`src/rtl/i2c_ptr_pkg.sv`:
```
package i2c_ptr_pkg;

    typedef enum logic [2:0] {
        PH_IDLE,
        PH_CTRL,
        PH_CTRL_ACK,
        PH_REG,
        PH_REG_ACK,
        PH_TX,
        PH_MACK,
        PH_SKIP
    } phase_e;

    localparam int unsigned BYTE_W = 8;

endpackage

```
`src/rtl/i2c_ptr_sync.sv`:
```
module i2c_ptr_sync #(
    parameter int unsigned STAGES = 2
) (
    input  logic clk,
    input  logic rst_n,
    input  logic scl_i,
    input  logic sda_i,
    output logic sda_o,
    output logic scl_rise_o,
    output logic scl_fall_o,
    output logic start_o,
    output logic stop_o
);

    // Index STAGES-1 is the synchronised level; index STAGES is the previous one.
    localparam int unsigned PIPE_W = STAGES + 1;

    typedef struct packed {
        logic [PIPE_W-1:0] scl;
        logic [PIPE_W-1:0] sda;
    } sync_t;

    sync_t s_d, s_q;

    logic scl_now, scl_prev, sda_now, sda_prev;

    always_comb begin
        s_d     = s_q;
        s_d.scl = {s_q.scl[PIPE_W-2:0], scl_i};
        s_d.sda = {s_q.sda[PIPE_W-2:0], sda_i};
    end

    always_ff @(posedge clk or negedge rst_n) begin
        if (!rst_n) begin
            s_q <= '1;
        end else begin
            s_q <= s_d;
        end
    end

    assign scl_now  = s_q.scl[STAGES-1];
    assign scl_prev = s_q.scl[STAGES];
    assign sda_now  = s_q.sda[STAGES-1];
    assign sda_prev = s_q.sda[STAGES];

    assign sda_o      = sda_now;
    assign scl_rise_o = scl_now & ~scl_prev;
    assign scl_fall_o = ~scl_now & scl_prev;
    assign start_o    = scl_now & scl_prev & sda_prev & ~sda_now;
    assign stop_o     = scl_now & scl_prev & ~sda_prev & sda_now;

endmodule

```
`src/rtl/i2c_ptr_ctrl.sv`:
```
module i2c_ptr_ctrl
    import i2c_ptr_pkg::*;
#(
    parameter logic [6:0]  DEV_ADDR = 7'h3A,
    parameter int unsigned ADDR_W   = 8
) (
    input  logic              clk,
    input  logic              rst_n,
    input  logic              sda_i,
    input  logic              scl_rise_i,
    input  logic              scl_fall_i,
    input  logic              start_i,
    input  logic              stop_i,
    input  logic [BYTE_W-1:0] rd_data_i,
    output logic [ADDR_W-1:0] rd_addr_o,
    output logic              sda_oe_o
);

    localparam logic [ADDR_W-1:0] PTR_MAX  = '1;
    localparam logic [3:0]        BIT_LAST = 4'(BYTE_W);

    typedef struct packed {
        phase_e              phase;
        logic [3:0]          cnt;
        logic [BYTE_W-1:0]   sh;
        logic                rw;
        logic                oe;
        logic                used;   // a byte was read since the last STOP
        logic                mack;   // master acknowledged the last byte
        logic [ADDR_W-1:0]   ptr;
    } ctrl_t;

    ctrl_t c_d, c_q;

    function automatic logic [ADDR_W-1:0] sat_inc(input logic [ADDR_W-1:0] p);
        return (p == PTR_MAX) ? p : p + 1'b1;
    endfunction

    always_comb begin
        c_d = c_q;
        if (stop_i) begin
            c_d.phase = PH_IDLE;
            c_d.oe    = 1'b0;
            c_d.used  = 1'b0;
            if (c_q.used) begin
                c_d.ptr = sat_inc(c_q.ptr);
            end
        end else if (start_i) begin
            c_d.phase = PH_CTRL;
            c_d.cnt   = '0;
            c_d.oe    = 1'b0;
        end else begin
            unique case (c_q.phase)
                PH_CTRL: begin
                    if (scl_rise_i) begin
                        c_d.sh  = {c_q.sh[BYTE_W-2:0], sda_i};
                        c_d.cnt = c_q.cnt + 1'b1;
                    end else if (scl_fall_i && c_q.cnt == BIT_LAST) begin
                        if (c_q.sh[BYTE_W-1:1] == DEV_ADDR) begin
                            c_d.rw    = c_q.sh[0];
                            c_d.oe    = 1'b1;
                            c_d.phase = PH_CTRL_ACK;
                        end else begin
                            c_d.phase = PH_SKIP;
                        end
                    end
                end
                PH_CTRL_ACK: begin
                    if (scl_fall_i) begin
                        c_d.cnt = '0;
                        if (c_q.rw) begin
                            c_d.sh    = rd_data_i;
                            c_d.oe    = ~rd_data_i[BYTE_W-1];
                            c_d.used  = 1'b1;
                            c_d.phase = PH_TX;
                        end else begin
                            c_d.oe    = 1'b0;
                            c_d.phase = PH_REG;
                        end
                    end
                end
                PH_REG: begin
                    if (scl_rise_i) begin
                        c_d.sh  = {c_q.sh[BYTE_W-2:0], sda_i};
                        c_d.cnt = c_q.cnt + 1'b1;
                    end else if (scl_fall_i && c_q.cnt == BIT_LAST) begin
                        c_d.ptr   = c_q.sh[ADDR_W-1:0];
                        c_d.used  = 1'b0;
                        c_d.oe    = 1'b1;
                        c_d.phase = PH_REG_ACK;
                    end
                end
                PH_REG_ACK: begin
                    if (scl_fall_i) begin
                        c_d.oe    = 1'b0;
                        c_d.phase = PH_SKIP;
                    end
                end
                PH_TX: begin
                    if (scl_rise_i) begin
                        c_d.cnt = c_q.cnt + 1'b1;
                    end else if (scl_fall_i) begin
                        if (c_q.cnt == BIT_LAST) begin
                            c_d.oe    = 1'b0;
                            c_d.phase = PH_MACK;
                        end else begin
                            c_d.sh = {c_q.sh[BYTE_W-2:0], 1'b0};
                            c_d.oe = ~c_q.sh[BYTE_W-2];
                        end
                    end
                end
                PH_MACK: begin
                    if (scl_rise_i) begin
                        c_d.mack = ~sda_i;
                        if (!sda_i) begin
                            c_d.ptr = sat_inc(c_q.ptr);
                        end
                    end else if (scl_fall_i) begin
                        if (c_q.mack) begin
                            c_d.cnt   = '0;
                            c_d.sh    = rd_data_i;
                            c_d.oe    = ~rd_data_i[BYTE_W-1];
                            c_d.phase = PH_TX;
                        end else begin
                            c_d.phase = PH_SKIP;
                        end
                    end
                end
                default: begin
                    c_d.oe = 1'b0;
                end
            endcase
        end
    end

    always_ff @(posedge clk or negedge rst_n) begin
        if (!rst_n) begin
            c_q <= '{phase: PH_IDLE, default: '0};
        end else begin
            c_q <= c_d;
        end
    end

    assign rd_addr_o = c_q.ptr;
    assign sda_oe_o  = c_q.oe;

endmodule

```
`src/rtl/i2c_ptr_slave.sv`:
```
module i2c_ptr_slave
    import i2c_ptr_pkg::*;
#(
    parameter logic [6:0]  DEV_ADDR    = 7'h3A,
    parameter int unsigned ADDR_W      = 8,
    parameter int unsigned SYNC_STAGES = 2
) (
    input  logic              clk,
    input  logic              rst_n,
    input  logic              scl_i,
    input  logic              sda_i,
    output logic              sda_oe_o,
    output logic [ADDR_W-1:0] rd_addr_o,
    input  logic [BYTE_W-1:0] rd_data_i
);

    logic sda_w, scl_rise_w, scl_fall_w, start_w, stop_w;

    i2c_ptr_sync #(
        .STAGES (SYNC_STAGES)
    ) u_sync (
        .clk        (clk),
        .rst_n      (rst_n),
        .scl_i      (scl_i),
        .sda_i      (sda_i),
        .sda_o      (sda_w),
        .scl_rise_o (scl_rise_w),
        .scl_fall_o (scl_fall_w),
        .start_o    (start_w),
        .stop_o     (stop_w)
    );

    i2c_ptr_ctrl #(
        .DEV_ADDR (DEV_ADDR),
        .ADDR_W   (ADDR_W)
    ) u_ctrl (
        .clk        (clk),
        .rst_n      (rst_n),
        .sda_i      (sda_w),
        .scl_rise_i (scl_rise_w),
        .scl_fall_i (scl_fall_w),
        .start_i    (start_w),
        .stop_i     (stop_w),
        .rd_data_i  (rd_data_i),
        .rd_addr_o  (rd_addr_o),
        .sda_oe_o   (sda_oe_o)
    );

endmodule

```
`config.mk`:
```
export PLATFORM = sky130hd
export DESIGN_NAME = i2c_ptr_slave
export DESIGN_NICKNAME = d
export VERILOG_FILES = /design/src/rtl/i2c_ptr_pkg.sv /design/src/rtl/i2c_ptr_sync.sv /design/src/rtl/i2c_ptr_ctrl.sv /design/src/rtl/i2c_ptr_slave.sv
export SDC_FILE = /design/constraint.sdc
export NUM_CORES = 1
export LEC_CHECK = 0
export ABC_AREA = 1
export BUFFER_PORTS_ARGS = -buffer_cell sky130_fd_sc_hd__buf_2
export CAP_MARGIN = 25
export CORE_UTILIZATION = 40
export DETAILED_ROUTE_END_ITERATION = 8
export GPL_TIMING_DRIVEN = 0
export PLACE_DENSITY_LB_ADDON = 0.15
export SYNTH_ARGS = -nofsm -noshare
export SYNTH_HDL_FRONTEND = slang
export SYNTH_SLANG_ARGS = --single-unit
```
`constraint.sdc`:
```
create_clock -name clk -period 1.45 [get_ports clk]
set_clock_uncertainty 0.05 [all_clocks]
set_input_delay 0.2175 -clock clk [delete_from_list [all_inputs] [get_ports clk]]
set_output_delay 0.2175 -clock clk [all_outputs]
set_load 0.05 [all_outputs]
```
==> results of run 1 <==
[tightest hold or removal path, delay by kind of cell]
kind	cells	cell delay [ns]
simple gates	2	0.10
mux	1	0.13
buf+inv	1	0.07
[sequential cells by signal (all words and copies together) (netlist names)]
signal and count:
u_sync.s_d 3, u_ctrl.sda_oe_o 1, u_sync.s_q 2, u_sync.sda_o 1, u_ctrl.c_q 18, u_ctrl.rd_addr_o 8
[per-stage QoR]
step,setup WS [ns],setup TNS [ns],cells,hold WS (ns)
after floorplan,-0.0790,-1.28,331,-0.128
after global placement,-0.370,-8.02,421,0.275
after detailed placement,-0.340,-8.09,421,0.276
after CTS,-0.229,-4.76,452,0.203
after global routing,-0.407,-9.02,457,0.229
final,-0.265,-5.76,457,0.206
[cell usage after synthesis, types with 4 or more instances]
master / number / area, µm²
a21oi_1: 10 / 50.1
buf_4: 8 / 60.1
dfrtp_1: 27 / 676
dfstp_2: 6 / 158
inv_1: 27 / 101
inv_2: 7 / 26.3
mux2_2: 4 / 45.0
nand2_1: 115 / 432
nand3_1: 43 / 215
nand4_1: 9 / 56.3
nor2_1: 39 / 146
nor3_1: 5 / 25.0
o21ai_0: 7 / 35.0
[path summary, 6_finish.rpt]
| check | end | slack (ns) | cells after the start |
|---|---|---|---|
| max | u_ctrl.c_q[20] | -0.26 | 8 |
| min | u_ctrl.c_q[14] | 0.21 | 4 |
| max reg2reg | u_ctrl.c_q[20] | -0.26 | 8 |
| min reg2reg | u_sync.sda_o | 0.31 | 0 |
| max in group asynchronous | u_ctrl.c_q[25] | 0.35 | 2 |
| min in group asynchronous | u_ctrl.c_q[21] | 0.48 | 2 |
[logic make-up after synthesis]
logic type,synth area share (%)
buf+inv,9.25
xor+xnor,1.57
mux,2.02
simple gates,42.9
compound gates,5.21
fa+ha+maj,1.68
flops,37.3
[cell type report]
cell class | count | area, µm²
Timing Repair Buffer | 48 | 357
Buffer | 12 | 90.1
Inverter | 34 | 138
Clock buffer | 7 | 96.3
Clock inverter | 1 | 5.00
Tap cell | 70 | 87.6
Sequential cell | 33 | 836
Multi-Input combinational cell | 252 | 1460
Fill cell | 492 | 2170
[report_power, final]
group	internal (mW)	switching, mW	total [mW]
Clock	0.429	0.340	0.769
Sequential	1.28	0.399	1.68
Combinational	1.60	2.62	4.22
[what timing repair did]
item	4_1_cts	5_1_grt
endpoints found under the hold margin	29	0
resized for setup	54	31
pin swaps	18	38
hold buffers	3	0
endpoints found under the setup margin	26	27
setup buffers	20	6
[layer usage]
| layer | track usage (%) | wire, µm |
|---|---|---|
| met5 | 0 | 0 |
| met4 | 7.31 | 98 |
| met3 | 2.98 | 247 |
| met2 | 33.3 | 2810 |
| met1 | 28.6 | 2770 |
==> impl_summary.txt, run 1 <==
----------------------------------------------------
[Synthesis]
  Instance count of the mapped netlist ... about 330
  Syn_area_per_cell ... 6.74 µm²
  Synth cell types ... 26
  Sequential-to-total area share from yosys stat ... 37.3%
  Yosys synthesis warning count ... 0
  Flops & latches, synth ... 33
  Post-synthesis instance area ... 2230 µm²
  Net count of the mapped netlist ... approximately 350
  Number of enable flip-flop cells after synthesis ... 0
  Most used flip-flop cell after synthesis ... dfrtp_1
  Fraction of synthesis flops using an asynchronous set or reset pin ... 100%

[Timing]
  Setup Viol. Count Final ... 25
  Slew Limit Fails ... 0
  Setup repair after global routing missed its margin ... true
  Normalized max-slew margin ... ~50%
  Final critical delay including setup and external delays ... 1.71 ns
  Period Utilization, post-route ... 118%
  Transition at the pin with the smallest max-transition slack ... 0.758 ns
  Worst path setup slack after routing ... -0.265 ns
  Count of endpoints failing hold in the final timing report ... 0
  Achievable Freq ... 0.583 GHz

[Global route]
  Combined global-route utilization of all metal layers ... 20.8%
  Congestion Overflow GR ... 0
  Initial antenna violation count ... 0
  Largest net degree at the start of global routing ... 34
  Number of global-route vias before repair ... about 2100
  First-pass GRT wire length ... around 9900 µm

[Layout]
  Commonest cells after routing, fill and taps aside ... nand2_1 (95), nand3_1 (38), buf_4 (28), nor2_1 (25), dfrtp_1 (25)
  Post-Route Utilization ... 58.6%
  Synth-to-layout area growth ... 37.4%
  Layout cells sized above 1 ... a little under two fifths
  Most frequent standard cell in the layout excluding fill and tap cells ... nand2_1
  Post-layout net count ... about 400
  Final Instance Area ... 3070 µm²
  Antenna Cells ... 0

[Die]
  Chip Width ... about 77 µm
  Number of placement rows ... 26
  Vertical die dimension ... roughly 77 µm
  Die outline area ... 5880 µm²
  Number of top-level pins ... 21
  Total core area ... 5240 µm²
  Starting density of the core ... 42.6%

[Route]
  Number of remaining DRC errors ... 0
  Routed Antenna Nets ... 0
  Vias ... between 2000 and 2500
  DR WL/cell ... around 13 µm
  Via/cell ratio ... 5.01
  Initial DRC Count ... between 100 and 150
  Drt first pass iters ... 4
  Final wirelength ... about 6000 µm

[Place]
  Number of input and output port buffers inserted ... 20
  Post-placement cell area ... 2450 µm²
  Detail Placement HPWL ... 3840 µm
  Final RePlAce weighted congestion ... between 0.8 and 0.9

[Worst setup path]
  Max FO, Critical Path ... 6
  Buffer and inverter count on the worst path ... 3
  Worst path max stage delay ... 0.61 ns
  Crit Reg-Reg Startpoint ... u_sync.s_q[5]
  Start-to-end type of the worst setup path ... reg -> reg
  Critical Path Most Common Cell ... buf_6
  Max stage delay cell, worst path ... dfstp_2
  CP top delay family ... flip-flops
  Required @ worst endpoint ... approximately 1.6 ns
  Crit. Startpoint ... u_sync.s_q[5]
  Worst path cell trace ... inv_2, nor2_4, a21oi_2, nor3_4, buf_6, buf_6, nand4_1, nand2_1
  Crit path capture type ... flop
  Crit path launch type ... flop
  Arrival time at the worst endpoint ... 1.89 ns

[Power and ir drop]
  Worst voltage drop across the vdd grid ... 1.11 mV
  Final total power ... between 6 and 7 mW
  Pwr Density ... between 2000 and 2500 nW/µm²
  Lkg Pwr ... 1.59 nW

[Outcome]
  Result of the run ... finished, violations left
  Failing checks ... setup timing

[Clocking]
  CTS tree ... done
  Count of clock tree sinks ... 33
  H-tree Lvls ... 2
  Clock buffers created by TritonCTS ... 5
  Maximum buffer depth of the clock tree ... 2
  Root Buffer Master ... clkbuf_8
  Clock latency on the worst-skew pair ... around 0.29 ns
  Worst-path clk slew ... around 0.08 ns

[Hold path]
  Class of the most critical hold timing path ... in -> reg
  Launch point of the worst hold path ... rd_data_i[2]

[Run]
  # Max-Cap Violations ... 0

----------------------------------------------------
(Power assumes the default switching activity.)
==> inputs of run 2 (changes only) <==
SYNTH_HIERARCHICAL = 1   (was default)
clock period = 1.7 ns   (was 1.45 ns; I/O delays follow)
==> run 2 against run 1 <==
The run ends with hold timing, setup timing left. Cell count is 1.5% lower. Global-route usage rose by 0.58 points. Sequential share of layout area grew 0.32 points. First-iteration DRC count fell by 8.9%. Register-to-register slack gained 0.12 ns. Die area increased by 3.1%. Largest cell class unchanged. Largest power group unchanged.
==> impl_summary.txt, run 2 <==
----------------------------------------------------
[Outcome]
  Result of the run ... finished, violations left
  Failing checks ... hold timing, setup timing

[Synthesis]
  Synth cell types ... 36
  Sequential-to-total area share from yosys stat ... 36.2%
  Instance count of the mapped netlist ... about 320
  Flops & latches, synth ... 33
  Net count of the mapped netlist ... 338
  Fraction of synthesis flops using an asynchronous set or reset pin ... 100%
  Post-synthesis instance area ... 2300 µm²
  Syn_area_per_cell ... 7.13 µm²
  Post-synthesis cell type with the largest combined area ... dfrtp_1
  Yosys synthesis warning count ... 6
  Synth cell count leaders ... nand2_1 (98), inv_1 (34), nand3_1 (29), dfrtp_1 (27), nor2_1 (25)
  Number of enable flip-flop cells after synthesis ... 0
  Most used flip-flop cell after synthesis ... dfrtp_1
  Most used standard cell by instance count after synthesis ... nand2_1
  Top cell type's share of synthesized area ... between 20% and 30%
  Synth top area cells ... dfrtp_1 (29%), nand2_1 (16%), dfstp_2 (6.8%)

[Clocking]
  H-tree Lvls ... 2
  Count of clock tree sinks ... 33
  Clock buffers created by TritonCTS ... 5
  Worst-path clk slew ... around 0.070 ns
  Clock latency on the worst-skew pair ... about 0.29 ns
  Root Buffer Master ... clkbuf_8
  Maximum buffer depth of the clock tree ... 2
  CTS tree ... done

[Timing]
  Normalized max-slew margin ... 51.0%
  Setup repair after global routing missed its margin ... true
  Worst path setup slack after routing ... -0.146 ns
  Sum Neg Setup Slack ... -1.59 ns
  Achievable Freq ... around 0.54 GHz
  Slew Limit Fails ... 0
  Count of endpoints failing hold in the final timing report ... 27
  Minimum hold slack ... -0.0274 ns
  Transition at the pin with the smallest max-transition slack ... 0.736 ns
  Setup Viol. Count Final ... 20
  Final critical delay including setup and external delays ... about 1.8 ns
  Period Utilization, post-route ... 109%

[Die]
  Starting density of the core ... 41.6%
  Number of top-level pins ... 21
  Die outline area ... 6070 µm²
  Vertical die dimension ... between 70 and 80 µm
  Chip Width ... 77.9 µm
  Total core area ... between 5000 and 6000 µm²
  Number of placement rows ... 27

[Worst setup path]
  Required @ worst endpoint ... between 1.5 and 2 ns
  Worst path cell trace ... nand2_4, nor2_4, inv_4, buf_6, nand3_2, nand3_2, nor2_4, nand2_1, nor2_1, nor2_1
  Buffer and inverter count on the worst path ... 2
  Crit path launch type ... flop
  Arrival time at the worst endpoint ... 1.98 ns
  Crit path capture type ... flop
  CP top delay family ... simple AND/OR/NAND/NOR gates
  Max stage delay cell, worst path ... dfstp_2
  Max FO, Critical Path ... 7
  Worst path max stage delay ... a little under 0.6 ns
  Start-to-end type of the worst setup path ... reg -> reg

[Route]
  Routed Antenna Nets ... 0
  Drt first pass iters ... 4
  Via/cell ratio ... 4.96
  Initial DRC Count ... ~110
  Final wirelength ... between 5000 and 6000 µm
  Number of remaining DRC errors ... 0
  DR WL/cell ... around 13 µm
  Vias ... 2231

[Global route]
  Number of global-route vias before repair ... ~2200
  First-pass GRT wire length ... 9990 µm
  Initial antenna violation count ... 0
  Largest net degree at the start of global routing ... 34
  Congestion Overflow GR ... 0
  Combined global-route utilization of all metal layers ... between 20% and 30%

[Layout]
  # fillers ... between 500 and 600
  Non-filler cells, final ... 450
  Commonest cells after routing, fill and taps aside ... nand2_1 (87), inv_1 (32), nand3_1 (28), dfrtp_1 (27), buf_4 (26)
  Post-Route Utilization ... between 50% and 60%
  Synth-to-layout area growth ... 31.2%
  Largest register FFs ... 18
  Antenna Cells ... 0
  Register name with the most flops ... u_ctrl/c_q
  Most frequent standard cell in the layout excluding fill and tap cells ... nand2_1
  Post-layout net count ... 392
  Layout cells sized above 1 ... 35.7%

[Place]
  Final RePlAce weighted congestion ... 0.919
  DP Cell Count ... 415
  Detail Placement HPWL ... between 3000 and 4000 µm
  Number of input and output port buffers inserted ... 20

[Power and ir drop]
  Worst voltage drop across the vdd grid ... just under 0.9 mV
  Lkg Pwr ... approximately 1.5 nW
  Pwr Density ... 1870 nW/µm²

[Hold path]
  Class of the most critical hold timing path ... in -> async

[Run]
  # Max-Cap Violations ... 0

----------------------------------------------------
==> run 2: changes by cell type after synthesis, moves of 5 or more <==
cell	previous run	this run
nor2_1	39	25
nand2_2	2	7
nand3_1	43	29
inv_1	27	34
o21ai_0	7	18
nand4_1	9	3
o21ai_2	1	6
nand2_1	115	98
==> run 2: logic make-up (layout without fill, tap and decap cells) <==
family                     count (synthesis)  after routing  share of synthesized area [%]
buffers and inverters                     54            109                           11.6
xor gates and xnor gates                   2              2                          0.761
DFF                                       33             33                           36.2
adders and majority gates                  3              3                           1.63
AOI/OAI and AO/OA                         41             41                           10.8
and+or+nand+nor                          190            190                           39.1
==> run 2: final timing paths <==
check,from,to,slack (ns),cells after the start
max,u_sync/s_q[5],u_ctrl/rd_addr_o[5],-0.15,10
min,rst_n,u_ctrl/rd_addr_o[2],-0.03,1
max reg2reg,u_sync/s_q[5],u_ctrl/rd_addr_o[5],-0.15,10
min reg2reg,u_sync/s_d[1],u_sync/sda_o,0.31,0
max in group asynchronous,rst_n,u_ctrl/c_q[23],1.15,1
min in group clk,rd_data_i[2],u_ctrl/c_q[14],0.24,3
==> run 2: area by class of cell <==
cell class	count	area, µm²	share of cell area, %
buffer	12	104	3.44
clock buffer	7	86.3	2.86
clock inverter	1	30.0	0.994
inverter	42	178	5.88
multi-input combinational	236	1350	44.6
sequential	33	833	27.6
tap	72	90.1	2.98
timing repair buffer	47	354	11.7
==> run 2: where the power goes <==
| group | switching (mW) | total (mW) | internal, mW |
|---|---|---|---|
| clock network | 0.303 | 0.781 | 0.478 |
| logic | 2.15 | 3.52 | 1.37 |
| registers | 0.264 | 1.34 | 1.08 |
==> run 2: repair_timing <==
action,in CTS,in global routing
setup endpoints to repair,25,27
hold buffers,2,0
pin swaps,23,9
gates cloned,1,0
gates resized for setup,36,12
setup buffers,24,1
hold endpoints to repair,2,0
==> run 2: worst reg2reg max path, delay by kind of cell, from the launching register on <==
kind,cells,cell delay (ns)
DFF,1,0.59
buffers and inverters,2,0.22
and+or+nand+nor,8,0.88
==> run 2: metrics by stage <==
stage	worst slack, ns	power [mW]	cell area, µm²
after floorplan	0.00389	3.78	2320
after global placement	-0.283	4.33	2510
after detailed placement	-0.288	4.36	2510
after CTS	-0.0971	5.57	2980
after global routing	-0.206	6.14	3020
final	-0.146	5.64	3020
==> run 2: per-layer routing <==
layer | up-vias | routed length [µm] | track usage (%)
met2 | 62 | 2800 | 35.2
met1 | 1029 | 2570 | 26.8
met3 | 8 | 382 | 6.35
met4 | 0 | 77 | 6.79
li1 | 1132 | - | -
met5 | - | 0 | 0
